$ cat src/rtl/pfd_pkg.sv
package pfd_pkg;
  localparam int unsigned MODE_W = 3;
  localparam int unsigned N_CH   = 2;  // channel 0 = reference, 1 = feedback

  typedef enum logic [1:0] {
    DM_PASS,
    DM_HIZ,
    DM_HIGH,
    DM_LOW
  } drive_mode_e;
endpackage

$ cat src/rtl/pfd_sync_edge.sv
module pfd_sync_edge #(
  parameter int unsigned STAGES = 2
) (
  input  logic clk_i,
  input  logic rst_ni,
  input  logic sig_i,
  output logic rise_o
);
  logic [STAGES-1:0] sync_q;
  logic              last_q;

  generate
    if (STAGES == 1) begin : g_single
      always_ff @(posedge clk_i or negedge rst_ni) begin
        if (!rst_ni) sync_q <= '0;
        else         sync_q <= sig_i;
      end
    end else begin : g_chain
      always_ff @(posedge clk_i or negedge rst_ni) begin
        if (!rst_ni) sync_q <= '0;
        else         sync_q <= {sync_q[STAGES-2:0], sig_i};
      end
    end
  endgenerate

  always_ff @(posedge clk_i or negedge rst_ni) begin
    if (!rst_ni) last_q <= 1'b0;
    else         last_q <= sync_q[STAGES-1];
  end

  assign rise_o = sync_q[STAGES-1] & ~last_q;
endmodule

$ cat src/rtl/pfd_flags.sv
module pfd_flags (
  input  logic clk_i,
  input  logic rst_ni,
  input  logic enable_i,
  input  logic ref_rise_i,
  input  logic fb_rise_i,
  output logic up_o,
  output logic dn_o
);
  logic up_q, dn_q;

  always_ff @(posedge clk_i or negedge rst_ni) begin
    if (!rst_ni) begin
      up_q <= 1'b0;
      dn_q <= 1'b0;
    end else if (!enable_i || (up_q && dn_q)) begin
      // leaving pass-through, or coincidence reset; edges this cycle are dropped
      up_q <= 1'b0;
      dn_q <= 1'b0;
    end else begin
      up_q <= up_q | ref_rise_i;
      dn_q <= dn_q | fb_rise_i;
    end
  end

  assign up_o = up_q;
  assign dn_o = dn_q;
endmodule

$ cat src/rtl/pfd_mode_dec.sv
module pfd_mode_dec
  import pfd_pkg::*;
(
  input  logic [MODE_W-1:0] mode_i,
  input  logic              up_i,
  input  logic              dn_i,
  output logic              pass_o,
  output logic              drive_en_o,
  output logic              drive_val_o
);
  drive_mode_e dm;

  always_comb begin
    if (mode_i[2]) begin
      dm = mode_i[0] ? DM_HIZ : DM_PASS;
    end else begin
      unique case (mode_i[1:0])
        2'b00:   dm = DM_PASS;
        2'b01:   dm = DM_HIZ;
        2'b10:   dm = DM_HIGH;
        default: dm = DM_LOW;
      endcase
    end
  end

  always_comb begin
    drive_en_o  = 1'b0;
    drive_val_o = 1'b0;
    unique case (dm)
      DM_PASS: begin
        drive_en_o  = up_i ^ dn_i;
        drive_val_o = up_i & ~dn_i;
      end
      DM_HIGH: begin
        drive_en_o  = 1'b1;
        drive_val_o = 1'b1;
      end
      DM_LOW:  drive_en_o = 1'b1;
      default: ;
    endcase
  end

  assign pass_o = (dm == DM_PASS);
endmodule

$ cat src/rtl/pfd_ctl.sv
module pfd_ctl
  import pfd_pkg::*;
#(
  parameter int unsigned SYNC_STAGES = 2
) (
  input  logic              clk_i,
  input  logic              rst_ni,
  input  logic              ref_i,
  input  logic              fb_i,
  input  logic [MODE_W-1:0] mode_i,
  output logic              drive_en_o,
  output logic              drive_val_o,
  output logic              up_o,
  output logic              dn_o
);
  logic [N_CH-1:0] pulse_in;
  logic [N_CH-1:0] rise;
  logic            pass;

  assign pulse_in = {fb_i, ref_i};

  generate
    for (genvar c = 0; c < N_CH; c++) begin : g_ch
      pfd_sync_edge #(.STAGES(SYNC_STAGES)) u_edge (
        .clk_i  (clk_i),
        .rst_ni (rst_ni),
        .sig_i  (pulse_in[c]),
        .rise_o (rise[c])
      );
    end
  endgenerate

  pfd_flags u_flags (
    .clk_i      (clk_i),
    .rst_ni     (rst_ni),
    .enable_i   (pass),
    .ref_rise_i (rise[0]),
    .fb_rise_i  (rise[1]),
    .up_o       (up_o),
    .dn_o       (dn_o)
  );

  pfd_mode_dec u_dec (
    .mode_i      (mode_i),
    .up_i        (up_o),
    .dn_i        (dn_o),
    .pass_o      (pass),
    .drive_en_o  (drive_en_o),
    .drive_val_o (drive_val_o)
  );
endmodule

$ cat config.mk
export PLATFORM = sky130hd
export DESIGN_NAME = pfd_ctl
export DESIGN_NICKNAME = d
export VERILOG_FILES = /design/src/rtl/pfd_pkg.sv /design/src/rtl/pfd_sync_edge.sv /design/src/rtl/pfd_flags.sv /design/src/rtl/pfd_mode_dec.sv /design/src/rtl/pfd_ctl.sv
export SDC_FILE = /design/constraint.sdc
export NUM_CORES = 1
export LEC_CHECK = 0
export ABC_CLOCK_PERIOD_IN_PS = 1150
export BUFFER_PORTS_ARGS = -buffer_cell sky130_fd_sc_hd__clkbuf_2
export CORE_AREA = 2 2 39 41
export DETAILED_ROUTE_END_ITERATION = 8
export DIE_AREA = 0 0 41 43
export RECOVER_POWER = 25
export SLEW_MARGIN = 20
export SYNTH_ARGS = -nofsm -noshare
export SYNTH_HDL_FRONTEND = slang
export SYNTH_HIERARCHICAL = 1
export SYNTH_SLANG_ARGS = --single-unit
export TNS_END_PERCENT = 50
$ cat constraint.sdc
create_clock -name clk_i -period 1.15 [get_ports clk_i]
set_input_delay 0.23 -clock clk_i [delete_from_list [all_inputs] [get_ports clk_i]]
set_output_delay 0.23 -clock clk_i [all_outputs]
set_load 0.01 [all_outputs]
==> flow_summary.toml, run 1 <==
[outcome]
status = "finished, violations left"
failed_checks = "negative setup slack"

[logic_synthesis]
synth_area_leaders = "dfrtp_1, nor2b_4, nand2b_4, ha_1, a21boi_2"
syn_inst = 22
synth_top_area_cell = "dfrtp_1"
synth_nets = 30
netlist_area_um2 = 337
synth_seq_cells = 8
ys_types = 11
yosysSeqAreaShare_pct = 59.5
yosys_warnings = 6
syn-mean-instance-area_um2 = 15.3
yosys.area.top_type_share_pct = 59.5

[critical_path]
crit_path_end_kind = "primary output"
timing.rr.start = "u_flags/up_o$_DFF_PN0_"
critical_path_class = "reg2out"
path_max_fanout = 2
cp.required_ns = 0.92
crit_arrival_ns = 1.16
cp-startpoint = "u_flags/up_o$_DFF_PN0_"
startpoint_type = "flop"

[timing]
period_minus_slack_ns = 1.39
fin_crit_sh_pct = 121
final_hold_viol_count = 0
max_freq_mhz = 717
worst_slew_pin_slew_ns = 0.197
finalClockSkew_ns = 0.0145
rsz0062_at_grt = "yes"
drv_slew = 0
slew-limit-headroom_pct = 86.8
setup_viol = 4
finalWorstSetupSlack_ns = -0.244

[cells_and_area]
final_cell_mix = "clkbuf_2, dfrtp_1, clkbuf_4, nor2b_4"
fillCellCount = 140
layout_commonest_cell = "clkbuf_2"
finalNonFillerCells = 56
finalCoreUtilization_pct = 35.2
drive_gt1_share_pct = 72.5
diodes = 0
multi_input_comb_area_um2 = 145
fin_nets = 49
regArea_um2 = 201
area_growth_pct = 44.6

[placed_design]
dpl.cell_count = 50
dp_slack_ns = -0.0127
place_congestion = 0.576
dp_hpwl_um = 388
portBuffers = 10

[cts]
numCtsBuffers = 3
clock_sinks = 8
clk_latency_ns = 0.26
h-tree-depth = 1
cts_root_buf = "clkbuf_4"
path_clk_slew_ns = 0.06
cts_tree = "done"
cts_buffer_depth = 2

[global_route]
first_global_vias = 241
grt_pass1_wl_um = 903
grtUsageTotal_pct = 8.45
antenna_found_initial = 0
grt_overflow = 0
grt_max_degree = 9

[route]
totalWireLength_um = 547
drt_iter0_drc = 3
avgRoutedWirePerCell_um = 9.77
drc_errors = 0
dr.pass1.iters = 2
via_count = 223
vias_per_cell = 3.98
drtAntennaViolNets = 0

[die]
start_util_pct = 24.3
core_area_mm2 = 0.00138
die-area_mm2 = 0.00176
die_h_um = 43
row_count = 14
die_x_um = 41
num_io_pins = 11

[hold_path]
worstHoldStart = "fb_i"
hold_path.class = "in2reg"

[pwr]
irDropWorstVdd_mv = 0.803
powerDensity_mw_per_mm2 = 1290
p_leak_nw = 0.244

[run]
maxCapViolations = 0
[registers in the layout, summed over array words and instances, names as in the netlist]
name and cells:
g_ch.u_edge/last_q 2, g_ch.u_edge/sync_q 4, u_flags/dn_o 1, u_flags/up_o 1
[cell families (layout without fill, tap and decap cells)]
logic type | Yosys count | after routing | synth area share, %
compound gates | 4 | 4 | 10.4
flops | 8 | 8 | 59.5
fa+ha+maj | 1 | 1 | 3.72
simple gates | 7 | 7 | 24.2
buf+inv | 2 | 20 | 2.23
[layout make-up]
type	instances	area share, %
repair buffers	14	17.7
well taps	16	4.11
clock buffers	4	5.40
inverters	2	1.54
multi-input cells	12	29.8
flip-flops and latches	8	41.4
[stage by stage]
step	area [um^2]	hold slack [ns]	TNS [ns]	total power, W
2_1_floorplan	342	-0.0656	0	0.000351
3_3_place_gp	427	0.0808	0	0.000387
3_5_place_dp	427	0.0877	-0.0127	0.000391
4_1_cts	479	0.0808	-0.534	0.000638
5_1_grt	487	0.0702	-0.752	0.000667
6_report	487	0.0906	-0.555	0.000627
[synthesized netlist by cell type]
| cell | n |
|---|---|
| dfrtp_1 | 8 |
| nor2b_4 | 3 |
| inv_1 | 2 |
| nand2b_4 | 2 |
| a21boi_2 | 1 |
| a21oi_2 | 1 |
| ha_1 | 1 |
| nand2_1 | 1 |
| nand2b_2 | 1 |
| o211a_1 | 1 |
| o21ai_0 | 1 |
[metal layers]
metal | track usage (%) | share of wire (%)
met1 | 7.74 | 39
met2 | 13.1 | 48
met3 | 6.28 | 13
met4 | 4.00 | 0
met5 | 0 | 0
[final timing paths]
kind	endpoint	slack, ns	cells past startpoint
setup / recovery	drive_en_o	-0.24	3
hold / removal	g_ch[1].u_edge/sync_q[0]$_DFF_PN0_	0.09	1
setup reg to reg	u_flags/dn_o$_DFF_PN0_	0.13	4
hold reg to reg	g_ch[0].u_edge/sync_q[1]$_DFF_PN0_	0.34	0
max in group asynchronous	g_ch[1].u_edge/last_q$_DFF_PN0_	0.62	2
min in group asynchronous	g_ch[0].u_edge/last_q$_DFF_PN0_	0.34	2
[what timing repair did]
item,CTS,global route
gates resized for setup,4,2
setup endpoints to repair,4,4
setup buffers,0,1
pin swaps,2,2
hold buffers,1,0
endpoints found under the hold margin,8,0
[critical path, cell delays in order (launching register included)]
cell and delay [ns]:
dfrtp_1 0.42, ha_4 0.25, o21ai_2 0.10, buf_2 0.14
[report_power, final]
part	total, W	internal (W)	switching [W]
clock network	0.000229	0.000133	0.0000966
logic	0.0000916	0.0000528	0.0000388
registers	0.000306	0.000297	0.00000917
No activity file was read; power rests on OpenSTA's default activity.
==> run 2, diff against run 1 <==
Settings changed: MAX_ROUTING_LAYER from default to met4, RECOVER_POWER 25 to 100.
==> run 2 against run 1 <==
The run still ends with negative setup slack left. Final cell count is the same. Critical path depth is the same. Die area is the same. Sequential cell count is the same. Via count shrank 0.90%. Sequential power is essentially flat. Highest routed layer unchanged. Critical path type unchanged. Power is essentially flat. Largest cell class unchanged. Combinational power is essentially flat.
==> flow_summary.toml, run 2 (same netlist as run 1, synthesis figures left out) <==
[pwr]
p_leak_nw = 0.241
irDropWorstVdd_mv = 0.803
powerDensity_mw_per_mm2 = 1290

[route]
totalWireLength_um = 550
drtAntennaViolNets = 0
via_count = 221
dr.pass1.iters = 2
vias_per_cell = 3.95
drt_iter0_drc = 3
avgRoutedWirePerCell_um = 9.82
drc_errors = 0

[outcome]
status = "finished, violations left"
failed_checks = "negative setup slack"

[die]
num_io_pins = 11
die-area_mm2 = 0.00176
start_util_pct = 24.3
die_x_um = 41
die_h_um = 43
core_area_mm2 = 0.00138
row_count = 14

[global_route]
grt_pass1_wl_um = 910
first_global_vias = 243
grt_overflow = 0
grt_max_degree = 9
grtUsageTotal_pct = 8.66
antenna_found_initial = 0

[critical_path]
startpoint_type = "flop"
max_stage_delay_ns = 0.42
critPathBufInv = 1
cpMaxStageDelayCell = "dfrtp_1"
path_max_fanout = 2
crit_path_end_kind = "primary output"
critical_path_class = "reg2out"
crit_family = "flip-flops"
rrSetupSlack_ns = 0.13
cp_cell_sequence = "ha_4 > o21ai_2 > buf_2"
cp.required_ns = 0.92
crit_arrival_ns = 1.16

[placed_design]
portBuffers = 10
dp_hpwl_um = 388
dp_slack_ns = -0.0127
dpl.cell_count = 50
place_congestion = 0.579

[cts]
cts_root_buf = "clkbuf_4"
cts_buffer_depth = 2
cts_tree = "done"
clock_sinks = 8
clk_latency_ns = 0.26
path_clk_slew_ns = 0.06
numCtsBuffers = 3
h-tree-depth = 1

[cells_and_area]
top_regs = "g_ch.u_edge/sync_q x4, g_ch.u_edge/last_q x2"
largest-register = "g_ch.u_edge/sync_q"
drive_gt1_share_pct = 70.0
diodes = 0
finalNonFillerCells = 56
largest_reg_flops = 4
final_cell_mix = "dfrtp_1, clkbuf_2, clkbuf_4, nor2b_4"
fin_nets = 49
area_growth_pct = 44.2

[timing]
worst_slew_pin_slew_ns = 0.421
rsz0062_at_grt = "yes"
slew-limit-headroom_pct = 72.0
setup_viol = 4
finalClockSkew_ns = 0.0145
final_hold_viol_count = 0
finalWorstSetupSlack_ns = -0.244
fin_crit_sh_pct = 121
max_freq_mhz = 718
period_minus_slack_ns = 1.39
drv_slew = 0

[hold_path]
hold_path.class = "in2reg"

[run]
maxCapViolations = 0
[run 2: cell count changes in the layout (fill, tap and decap cells not counted)]
cell,delta
clkbuf_1,+1
clkbuf_2,-1
[run 2: stage by stage]
step / util, % / hold WS (ns) / TNS, ns / cell area [um^2] / total power (W)
3_3_place_gp: 30.8 / 0.0808 / 0 / 427 / 0.000387
4_1_cts: 34.6 / 0.0808 / -0.534 / 479 / 0.000638
2_1_floorplan: - / -0.0656 / 0 / 342 / 0.000351
6_report: 35.1 / 0.0907 / -0.556 / 485 / 0.000627
3_5_place_dp: 30.8 / 0.0877 / -0.0127 / 427 / 0.000391
5_1_grt: 35.1 / 0.0702 / -0.752 / 485 / 0.000667
[run 2: cell type report]
| type | instances | area [um^2] |
|---|---|---|
| multi-input cells | 12 | 145 |
| well taps | 16 | 20.0 |
| flip-flops and latches | 8 | 201 |
| inverters | 2 | 7.51 |
| clock buffers | 4 | 26.3 |
| repair buffers | 14 | 85.1 |
| fillers | 141 | 898 |
[run 2: final timing paths]
kind,cells after the start,startpoint,endpoint
worst max-delay path,3,u_flags/up_o$_DFF_PN0_,drive_en_o
worst min-delay path,1,fb_i,g_ch[1].u_edge/sync_q[0]$_DFF_PN0_
worst max register to register,4,u_flags/up_o$_DFF_PN0_,u_flags/dn_o$_DFF_PN0_
worst min register to register,0,g_ch[0].u_edge/sync_q[0]$_DFF_PN0_,g_ch[0].u_edge/sync_q[1]$_DFF_PN0_
max in group asynchronous,2,rst_ni,u_flags/dn_o$_DFF_PN0_
min in group asynchronous,2,rst_ni,g_ch[0].u_edge/last_q$_DFF_PN0_
[run 2: per-layer routing]
layer | global-route usage (%) | wire (um) | vias to the layer above
met1 | 7.74 | 220 | 100
li1 | - | - | 107
met3 | 6.28 | 69 | 0
met5 | - | 0 | -
met2 | 13.1 | 259 | 14
met4 | 4.00 | 0 | 0
[run 2: power by group]
group,internal [W],switching [W],leakage (nW),total [W]
Clock,0.000133,0.0000966,0.0150,0.000229
Sequential,0.000297,0.00000917,0.0953,0.000306
Combinational,0.0000523,0.0000389,0.131,0.0000913
Total,0.000482,0.000145,0.241,0.000627
[run 2: what timing repair did]
action                                  CTS  global route
cloned                                    0             0
buffers inserted                          0             1
hold buffers                              1             0
endpoints found under the hold margin     8             0
endpoints found under the setup margin    4             4
pin swaps                                 2             2
gates resized for setup                   4             2
[run 2: worst register-to-register path, cell delays in order (launching register included)]
cell	delay [ns]
dfrtp_1	0.42
buf_4	0.15
buf_6	0.11
nand2b_2	0.17
a21boi_2	0.10
==> run 3, diff against run 2 <==
Settings changed: SKIP_LAST_GASP from default to 1.
==> run 3 against run 2 <==
The flow still finishes with violations (negative setup slack). Register-to-register slack improved by 0.06 ns. Sequential share of layout area is 1.3 points higher. Final cell count is 1.8% lower. Critical endpoint unchanged.
==> flow_summary.toml, run 3 (same netlist as run 1, synthesis figures left out) <==
[timing]
worst_slew_pin_slew_ns = 0.423
max_freq_mhz = 719
finalWorstSetupSlack_ns = -0.241
rsz0062_at_grt = "yes"
drv_slew = 0
hold_ws_ns = 0.0919
period_minus_slack_ns = 1.39
finalClockSkew_ns = 0.0132
setup_viol = 4
final_hold_viol_count = 0
fin_crit_sh_pct = 121
slew-limit-headroom_pct = 71.8

[die]
num_io_pins = 11
start_util_pct = 24.3
die_x_um = 41
die-area_mm2 = 0.00176
row_count = 14
core_area_mm2 = 0.00138
die_h_um = 43

[pwr]
p_int_w = 0.000477
clkPwrFrac_pct = 36.7
comb_power_share_pct = 13.7
netSwitchingFraction_pct = 22.8
p_seq_share_pct = 49.6
p_leak_nw = 0.235
powerDensity_mw_per_mm2 = 1310
p_sw_w = 0.000140
irDropWorstVdd_mv = 0.798

[critical_path]
crit_path_end_kind = "primary output"
max_stage_delay_ns = 0.42
cp.required_ns = 0.92
cpMaxStageDelayCell = "dfrtp_1"
path_max_fanout = 2
cp_cell_sequence = "ha_4 > o21ai_2 > buf_2"
startpoint_type = "flop"
critical_path_class = "reg2out"
crit_arrival_ns = 1.16

[cts]
path_clk_slew_ns = 0.06
cts_buffer_depth = 2
h-tree-depth = 1
cts_root_buf = "clkbuf_4"
clock_sinks = 8
post_cts_buffers = 0
numCtsBuffers = 3
cts_tree = "done"
clk_latency_ns = 0.26

[outcome]
failed_checks = "negative setup slack"
status = "finished, violations left"

[route]
via_count = 218
totalWireLength_um = 549
avgRoutedWirePerCell_um = 9.98
drtAntennaViolNets = 0
vias_per_cell = 3.96
dr.pass1.iters = 2
drc_errors = 0
drt_iter0_drc = 3

[cells_and_area]
diodes = 0
final_cell_mix = "dfrtp_1, clkbuf_2, clkbuf_4, nor2b_4"
area_growth_pct = 39.8
largest_reg_flops = 4
top_regs = "g_ch.u_edge/sync_q x4, g_ch.u_edge/last_q x2"
largest-register = "g_ch.u_edge/sync_q"
fin_nets = 48
drive_gt1_share_pct = 64.1

[run]
maxCapViolations = 0

[global_route]
grtUsageTotal_pct = 8.66
first_global_vias = 243
antenna_found_initial = 0
grt_overflow = 0
grt_max_degree = 9
grt_pass1_wl_um = 910

[hold_path]
hold_path.class = "in2reg"

[placed_design]
dp_hpwl_um = 388
place_congestion = 0.579
portBuffers = 10
dp_slack_ns = -0.0127
-- run 3: cell types whose count changed in the layout (fill, tap and decap cells not counted), sizes merged --
cell  change
buf       -1
-- run 3: repair_timing --
item,4_1_cts,5_1_grt
setup endpoints to repair,4,4
hold buffers,1,0
resized for setup,2,2
pin swaps,2,2
hold endpoints to repair,8,0
-- run 3: layout make-up --
| class | count | area, um^2 |
|---|---|---|
| fillers | 143 | 913 |
| flip-flops and latches | 8 | 201 |
| multi-input cells | 12 | 141 |
| repair buffers | 13 | 73.8 |
| clock buffers | 4 | 26.3 |
| well taps | 16 | 20.0 |
| inverters | 2 | 7.51 |
-- run 3: power by group through the flow --
stage / combinational [W] / sequential [W] / clock [W]
final: 0.0000844 / 0.000306 / 0.000227
after global routing: 0.0000960 / 0.000307 / 0.000257
after CTS: 0.0000882 / 0.000306 / 0.000241
after detailed placement: 0.0000814 / 0.000309 / 0
after global placement: 0.0000789 / 0.000308 / 0
after floorplan: 0.0000389 / 0.000312 / 0
-- run 3: path summary, 6_finish.rpt --
kind	start	to	slack [ns]	cells after the start
worst max-delay path	u_flags/up_o$_DFF_PN0_	drive_en_o	-0.24	3
worst min-delay path	fb_i	g_ch[1].u_edge/sync_q[0]$_DFF_PN0_	0.09	1
worst max register to register	u_flags/up_o$_DFF_PN0_	u_flags/dn_o$_DFF_PN0_	0.19	3
worst min register to register	g_ch[0].u_edge/sync_q[0]$_DFF_PN0_	g_ch[0].u_edge/sync_q[1]$_DFF_PN0_	0.34	0
max in group asynchronous	rst_ni	u_flags/dn_o$_DFF_PN0_	0.42	2
min in group asynchronous	rst_ni	g_ch[0].u_edge/last_q$_DFF_PN0_	0.41	2
-- run 3: layer usage --
layer / GRT usage, % / wire [um] / vias up
met5: - / 0 / -
met3: 6.28 / 67 / 0
li1: - / - / 104
met1: 7.74 / 220 / 100
met2: 13.1 / 261 / 14
met4: 4.00 / 0 / 0
-- run 3: worst max-delay path, delay by kind of cell (launching register included) --
kind | cells | cell delay (ns)
flip-flops | 1 | 0.42
adder cells (fa/ha/maj) | 1 | 0.25
buffers and inverters | 1 | 0.14
AO/OA/AOI/OAI | 1 | 0.10
-- run 3: through the flow --
step                util, %  cell area, um^2  total power, W  instances  TNS, ns
finish                 34.0              470        0.000617         55   -0.459
global route           34.0              470        0.000660         55   -0.675
CTS                    34.4              475        0.000635         55   -0.555
detailed placement     30.8              427        0.000391         50  -0.0127
global placement       30.8              427        0.000387         50        0
floorplan                 -              342        0.000351         22        0
